==> src/rtl/pow2_div_pkg.sv <==
package pow2_div_pkg;
  localparam int unsigned DATA_W  = 32;
  localparam int unsigned SHAMT_W = $clog2(DATA_W);

  typedef logic [DATA_W-1:0]  word_t;
  typedef logic [SHAMT_W-1:0] shamt_t;
endpackage

==> src/rtl/pow2_cond_negate.sv <==
module pow2_cond_negate #(
  parameter int unsigned WIDTH = 32
) (
  input  logic [WIDTH-1:0] val_i,
  input  logic             neg_i,
  output logic [WIDTH-1:0] val_o
);
  logic [WIDTH-1:0] inverted;

  always_comb begin
    inverted = ~val_i;
    val_o    = neg_i ? (inverted + {{(WIDTH-1){1'b0}}, 1'b1}) : val_i;
  end

  // a zero input stays zero whether or not it is negated
  always_comb begin
    if (val_i == '0) begin
      assert_zero_stays_R6: assert (val_o == '0);
    end
  end
endmodule

==> src/rtl/pow2_log_shifter.sv <==
module pow2_log_shifter #(
  parameter int unsigned WIDTH   = 32,
  parameter int unsigned SHAMT_W = 5
) (
  input  logic [WIDTH-1:0]   val_i,
  input  logic [SHAMT_W-1:0] shamt_i,
  output logic [WIDTH-1:0]   val_o
);
  logic [WIDTH-1:0] stage [SHAMT_W+1];

  assign stage[0] = val_i;

  for (genvar k = 0; k < SHAMT_W; k++) begin : g_stage
    localparam int unsigned STEP = 1 << k;
    always_comb begin
      if (shamt_i[k]) begin
        stage[k+1] = stage[k] >> STEP;
      end else begin
        stage[k+1] = stage[k];
      end
    end
  end

  assign val_o = stage[SHAMT_W];

  // a logical right shift never grows the unsigned value and
  // leaves the top bit clear for any non-zero shift
  always_comb begin
    assert_shift_no_grow_R2: assert (val_o <= val_i);
    if (shamt_i != '0) begin
      assert_shift_top_clear_R2: assert (val_o[WIDTH-1] == 1'b0);
    end
  end
endmodule

==> src/rtl/pow2_trunc_div.sv <==
module pow2_trunc_div
  import pow2_div_pkg::*;
(
  input  logic [31:0] dividend_i,
  input  logic [4:0]  shamt_i,
  output logic [31:0] quot_o
);
  localparam int unsigned SIGN_BIT = DATA_W - 1;

  word_t magnitude;
  word_t shifted;
  logic  is_neg;

  assign is_neg = dividend_i[SIGN_BIT];

  pow2_cond_negate #(.WIDTH(DATA_W)) u_abs (
    .val_i (dividend_i),
    .neg_i (is_neg),
    .val_o (magnitude)
  );

  pow2_log_shifter #(.WIDTH(DATA_W), .SHAMT_W(SHAMT_W)) u_shift (
    .val_i   (magnitude),
    .shamt_i (shamt_i),
    .val_o   (shifted)
  );

  pow2_cond_negate #(.WIDTH(DATA_W)) u_sign (
    .val_i (shifted),
    .neg_i (is_neg),
    .val_o (quot_o)
  );

  // Checking aids: the quotient scaled back up must lie in the
  // truncation window around the dividend
  logic signed [63:0] chk_x;
  logic signed [63:0] chk_q;
  logic signed [63:0] chk_back;
  logic signed [63:0] chk_step;

  always_comb begin
    chk_x    = 64'(signed'(dividend_i));
    chk_q    = 64'(signed'(quot_o));
    chk_back = chk_q <<< shamt_i;
    chk_step = 64'sd1 <<< shamt_i;
  end

  always_comb begin
    if (shamt_i == 5'd0) begin
      assert_identity_shift0_R1: assert (quot_o == dividend_i);
    end
    if (shamt_i != 5'd31) begin
      if (!is_neg) begin
        assert_pos_window_R2: assert (chk_back <= chk_x && chk_x - chk_back < chk_step);
      end else begin
        assert_round_zero_R3: assert (chk_back >= chk_x && chk_back - chk_x < chk_step);
      end
      if (dividend_i == 32'h8000_0000) begin
        assert_most_neg_R4: assert (chk_q == -(64'sd1 <<< (6'd31 - {1'b0, shamt_i})));
      end
      if (!is_neg) begin
        assert_sign_pos_R6: assert (quot_o[SIGN_BIT] == 1'b0);
      end else begin
        assert_sign_neg_R6: assert (quot_o[SIGN_BIT] == 1'b1 || quot_o == '0);
      end
    end
  end
endmodule

==> config.mk <==
export PLATFORM = sky130hd
export DESIGN_NAME = pow2_trunc_div
export DESIGN_NICKNAME = d
export VERILOG_FILES = /design/src/rtl/pow2_div_pkg.sv /design/src/rtl/pow2_cond_negate.sv /design/src/rtl/pow2_log_shifter.sv /design/src/rtl/pow2_trunc_div.sv
export SDC_FILE = /design/constraint.sdc
export NUM_CORES = 1
export LEC_CHECK = 0
export CAP_MARGIN = 15
export CORE_ASPECT_RATIO = 0.6
export CORE_MARGIN = 5
export CORE_UTILIZATION = 54
export DETAILED_ROUTE_END_ITERATION = 6
export GPL_TIMING_DRIVEN = 1
export PLACE_DENSITY = 0.81
export SLEW_MARGIN = 20
export SYNTH_ARGS = -nofsm -noshare
export SYNTH_HDL_FRONTEND = slang
export SYNTH_SLANG_ARGS = --single-unit
==> constraint.sdc <==
create_clock -name vclk -period 5.65
set_clock_uncertainty 0.15 [all_clocks]
set_input_delay 0.8475 -clock vclk [all_inputs]
set_output_delay 0.8475 -clock vclk [all_outputs]
set_load 0.02 [all_outputs]
==> impl_metrics.prom, run 1 <==
# TYPE chip_impl_metric gauge
chip_impl_info{name="status",value="did not finish"} 1
chip_impl_info{name="stop_stage",value="4_1_cts"} 1
chip_impl_info{name="toolErrorMsg",value="[ERROR DPL-0038] Utilization greater than 100%, impossible to legalize"} 1
chip_impl_metric{name="io-pin-count",unit=""} 69
chip_impl_info{name="synth_top_area_cells",value="sky130_fd_sc_hd__nor2_1 5.3%, sky130_fd_sc_hd__clkbuf_1 5.1%, sky130_fd_sc_hd__nor3_1 4.8%"} 1
chip_impl_metric{name="synthesis.nets",unit=""} 918
chip_impl_metric{name="post_cts_resize_count",unit=""} 384
chip_impl_metric{name="preCtsSetupSlack",unit="ns"} -1.58
chip_impl_metric{name="synthesis.area",unit="µm²"} 5520
chip_impl_metric{name="initial_core_util",unit="%"} 55.7
chip_impl_metric{name="cts_hold_fix_bufs",unit=""} 0
chip_impl_metric{name="synthDistinctLibCells",unit=""} 84
chip_impl_info{name="most_frequent_cell_after_synthesis",value="sky130_fd_sc_hd__nor2_1"} 1
chip_impl_metric{name="dieWidth",unit="µm"} 141
chip_impl_metric{name="synth_top_cell_area_share",unit="%"} 5.30
chip_impl_metric{name="average_instance_area_after_synthesis",unit="µm²"} 6.28
chip_impl_metric{name="ys_warn_count",unit=""} 0
chip_impl_metric{name="post-place-cells",unit=""} 1364
chip_impl_metric{name="place.gp.congestion",unit=""} 1.49
chip_impl_info{name="synth_area_leader_cell",value="sky130_fd_sc_hd__nor2_1"} 1
chip_impl_metric{name="synth.yosys.seq_area_share",unit="%"} 0
chip_impl_metric{name="cts_setup_buffers",unit=""} 59
chip_impl_metric{name="placement_rows",unit=""} 28
chip_impl_info{name="synth.top_cells.by_count",value="78 x sky130_fd_sc_hd__nor2_1, 75 x sky130_fd_sc_hd__clkbuf_1, 68 x sky130_fd_sc_hd__nand2_1"} 1
chip_impl_metric{name="dieHeight",unit="µm"} 88.3
chip_impl_metric{name="postSynthCellCount",unit=""} 879
chip_impl_metric{name="io_buffers",unit=""} 69
chip_impl_metric{name="post-dp-hpwl",unit="µm"} 30100
## logic make-up after synthesis
kind of cell / count (synthesis) / synth area share (%)
AOI/OAI and AO/OA: 313 / 41.4
xor gates and xnor gates: 36 / 5.71
adders and majority gates: 2 / 0.453
buffers and inverters: 114 / 8.07
muxes: 29 / 6.28
and+or+nand+nor: 385 / 38.1
## per-stage QoR
step | hold WS, ns | instance area (µm²)
after floorplan | 1.92 | 5690
after global placement | 2.73 | 9040
after detailed placement | 2.76 | 9040
==> inputs of run 2 (changes only) <==
--- a/config.mk
+++ b/config.mk
@@ -6,12 +6,11 @@
 export NUM_CORES = 1
 export LEC_CHECK = 0
 export CAP_MARGIN = 15
-export CORE_ASPECT_RATIO = 0.6
 export CORE_MARGIN = 5
-export CORE_UTILIZATION = 54
+export CORE_UTILIZATION = 40
 export DETAILED_ROUTE_END_ITERATION = 6
 export GPL_TIMING_DRIVEN = 1
-export PLACE_DENSITY = 0.81
+export PLACE_DENSITY_LB_ADDON = 0.15
 export SLEW_MARGIN = 20
 export SYNTH_ARGS = -nofsm -noshare
 export SYNTH_HDL_FRONTEND = slang
==> constraint.sdc (replaced) <==
create_clock -name vclk -period 7.35
set_clock_uncertainty 0.15 [all_clocks]
set_input_delay 1.1025 -clock vclk [all_inputs]
set_output_delay 1.1025 -clock vclk [all_outputs]
set_load 0.02 [all_outputs]
==> run 2 against run 1 <==
Against the previous run:
- synthesized cell count stayed put
- synthesized area stayed put
- the flow now finishes without violations
==> impl_metrics.prom, run 2 <==
# TYPE chip_impl_metric gauge
chip_impl_metric{name="regArea",unit="µm²"} 0
chip_impl_metric{name="postSynthCellCount",unit=""} 879
chip_impl_info{name="hold_wc_startpoint",value="dividend_i[31]"} 1
chip_impl_info{name="synth.top_cells.by_count",value="78 x sky130_fd_sc_hd__nor2_1, 75 x sky130_fd_sc_hd__clkbuf_1, 68 x sky130_fd_sc_hd__nand2_1"} 1
chip_impl_metric{name="io-pin-count",unit=""} 69
chip_impl_metric{name="max-vdd-ir-drop",unit="V"} 0.0000357
chip_impl_metric{name="clock_buffers",unit=""} 0
chip_impl_metric{name="grt_remaining_overflow",unit=""} 0
chip_impl_info{name="status",value="finished, final reports clean"} 1
chip_impl_info{name="hold_crit_class",value="in2out"} 1
chip_impl_metric{name="setup_ws",unit="ns"} 0.165
chip_impl_metric{name="initialDrtViolationCount",unit=""} 1062
chip_impl_metric{name="min_path_cells",unit=""} 5
chip_impl_metric{name="power-per-cell-area",unit="nW/µm²"} 78.9
chip_impl_metric{name="synth_top_cell_area_share",unit="%"} 5.30
chip_impl_metric{name="syn_to_final_growth",unit="%"} 44.3
chip_impl_metric{name="dieWidth",unit="µm"} 127
chip_impl_metric{name="report.final.hold_viol_count",unit=""} 0
chip_impl_metric{name="cap_viol_max_count",unit=""} 0
chip_impl_metric{name="preCtsSetupSlack",unit="ns"} -0.305
chip_impl_metric{name="finalCritPeriodShare",unit="%"} 97.7
chip_impl_metric{name="synthesis.area",unit="µm²"} 5520
chip_impl_metric{name="post-dp-hpwl",unit="µm"} 23400
chip_impl_metric{name="worst_ep_arrival_time",unit="ns"} 5.93
chip_impl_metric{name="timing_worst_slew_pin_value",unit="ns"} 0.996
chip_impl_metric{name="grt_start_max_net_pins",unit=""} 102
chip_impl_info{name="setup.worst_path.class",value="in2out"} 1
chip_impl_metric{name="power.leakage",unit="nW"} 3.13
chip_impl_info{name="worstSetupStartpointType",value="primary input"} 1
chip_impl_metric{name="design.seq.count",unit=""} 0
chip_impl_metric{name="synthesis.nets",unit=""} 918
chip_impl_metric{name="initial_core_util",unit="%"} 40.2
chip_impl_metric{name="nets",unit=""} 1119
chip_impl_info{name="grt_setup_unrepaired",value="yes"} 1
chip_impl_metric{name="crit_required",unit="ns"} 6.10
chip_impl_metric{name="vias_per_instance",unit=""} 6.89
chip_impl_metric{name="vias_in_the_first_global_route",unit=""} 7807
chip_impl_info{name="synth_top_area_cells",value="sky130_fd_sc_hd__nor2_1 5.3%, sky130_fd_sc_hd__clkbuf_1 5.1%, sky130_fd_sc_hd__nor3_1 4.8%"} 1
chip_impl_metric{name="design.die.area",unit="µm²"} 16300
chip_impl_metric{name="max_slew_margin",unit="%"} 33.5
chip_impl_metric{name="detail_route.wl_per_cell",unit="µm"} 23.9
chip_impl_info{name="most_frequent_cell_after_synthesis",value="sky130_fd_sc_hd__nor2_1"} 1
chip_impl_metric{name="detail_route.wirelength",unit="µm"} 30100
chip_impl_metric{name="placeable_core_region",unit="µm²"} 13700
chip_impl_metric{name="io_buffers",unit=""} 69
chip_impl_metric{name="synthDistinctLibCells",unit=""} 84
chip_impl_metric{name="routed_via_count",unit=""} 8664
chip_impl_metric{name="finalHoldWorstSlack",unit="ns"} 2.76
chip_impl_info{name="commonest_non_fill_non_tap_cell_in_the_layout",value="sky130_fd_sc_hd__buf_4"} 1
chip_impl_metric{name="design_area",unit="µm²"} 7970
chip_impl_metric{name="total_power",unit="µW"} 628
chip_impl_metric{name="synth.yosys.seq_area_share",unit="%"} 0
chip_impl_info{name="hold-path-endpoint",value="quot_o[18]"} 1
chip_impl_metric{name="average_instance_area_after_synthesis",unit="µm²"} 6.28
chip_impl_metric{name="grt_pass1_wl",unit="µm"} 45600
chip_impl_info{name="most-common-layout-cells",value="221 x sky130_fd_sc_hd__buf_4, 78 x sky130_fd_sc_hd__nor2_1, 68 x sky130_fd_sc_hd__nand2_1, 52 x sky130_fd_sc_hd__nor3_1, 45 x sky130_fd_sc_hd__a21oi_1"} 1
chip_impl_metric{name="post_route_cells_drive_above_1_share",unit="%"} 26.5
chip_impl_metric{name="layout_min_cycle_time",unit="ns"} 7.18
chip_impl_info{name="endpoint_kind",value="output port"} 1
chip_impl_metric{name="detail-route-antenna-nets",unit=""} 0
chip_impl_metric{name="critical_path.max_fanout",unit=""} 8
chip_impl_metric{name="remaining_routing_drc_violations",unit=""} 0
chip_impl_metric{name="ys_warn_count",unit=""} 0
chip_impl_metric{name="drt_pre_antenna_iters",unit=""} 5
chip_impl_metric{name="fin_tns_setup",unit="ns"} 0
chip_impl_metric{name="setup-violations-final",unit=""} 0
chip_impl_info{name="synth_area_leader_cell",value="sky130_fd_sc_hd__nor2_1"} 1
chip_impl_metric{name="initial_antenna_violation_count",unit=""} 0
chip_impl_metric{name="post-place-cells",unit=""} 1257
chip_impl_metric{name="placed_cell_area",unit="µm²"} 7800
chip_impl_metric{name="grtUsageTotal",unit="%"} 35.3
chip_impl_metric{name="insertedDiodeCount",unit=""} 0
chip_impl_metric{name="final_util",unit="%"} 58.1
chip_impl_metric{name="final-max-slew-violation-count",unit=""} 0
chip_impl_metric{name="final_cells",unit=""} 1258
chip_impl_metric{name="max_freq",unit="GHz"} 0.139
chip_impl_metric{name="place.gp.congestion",unit=""} 1.02
chip_impl_metric{name="dieHeight",unit="µm"} 127
chip_impl_metric{name="placement_rows",unit=""} 43
## run 2: cell counts after synthesis
Identical to the previous run, type by type.
## run 2: report_power, final
part,internal [mW],total [mW],leakage (nW),switching [mW]
Sequential,0,0,0,0
Combinational,0.272,0.628,3.13,0.357
Clock,0,0,0,0
## run 2: critical path, stage by stage
cell,delay (ns)
sky130_fd_sc_hd__clkdlybuf4s50_1,0.48
sky130_fd_sc_hd__or4_4,0.62
sky130_fd_sc_hd__buf_4,0.17
sky130_fd_sc_hd__nor4_4,0.37
sky130_fd_sc_hd__a211o_1,0.23
sky130_fd_sc_hd__buf_4,0.13
sky130_fd_sc_hd__a21oi_1,0.09
sky130_fd_sc_hd__or4_4,0.49
sky130_fd_sc_hd__a222oi_1,0.43
sky130_fd_sc_hd__nand2_1,0.12
sky130_fd_sc_hd__or4_1,0.42
sky130_fd_sc_hd__nand4bb_1,0.28
sky130_fd_sc_hd__buf_4,0.22
sky130_fd_sc_hd__o31ai_1,0.28
sky130_fd_sc_hd__xor2_1,0.18
sky130_fd_sc_hd__clkdlybuf4s15_1,0.32
## run 2: metal layers
layer / routed length [µm] / vias up / GRT usage (%)
li1: - / 3901 / -
met1: 12600 / 4098 / 49.8
met2: 13100 / 583 / 54.3
met3: 3350 / 82 / 6.90
met4: 1090 / 0 / 10.1
met5: 0 / - / 0
## run 2: logic make-up after synthesis
family	share of synthesized area (%)
AO/OA/AOI/OAI	41.4
XOR/XNOR	5.71
adder cells (fa/ha/maj)	0.453
buffers and inverters	8.07
multiplexers	6.28
AND/OR/NAND/NOR	38.1
## run 2: layout make-up
| type | instances | area, µm² |
|---|---|---|
| multi-input combinational | 765 | 5250 |
| tap | 180 | 225 |
| timing repair buffer | 294 | 2420 |
| fill | 1356 | 5750 |
| inverter | 19 | 71.3 |
## run 2: what timing repair did
| action | CTS | global route |
|---|---|---|
| hold buffers | 0 | 0 |
| endpoints found under the setup margin | 21 | 27 |
| resized for setup | 17 | 48 |
| buffers inserted | 0 | 1 |
| pin swaps | 2 | 6 |
## run 2: how the worst max path moves through the flow
stage / start / endpoint / cells after the start
final: dividend_i[7] / quot_o[29] / 16
after global routing: dividend_i[7] / quot_o[29] / 16
after CTS: dividend_i[1] / quot_o[31] / 18
after detailed placement: dividend_i[1] / quot_o[28] / 20
after global placement: dividend_i[1] / quot_o[28] / 20
after floorplan: dividend_i[7] / quot_o[28] / 13
Note: power is estimated with default switching activity, not from simulation.
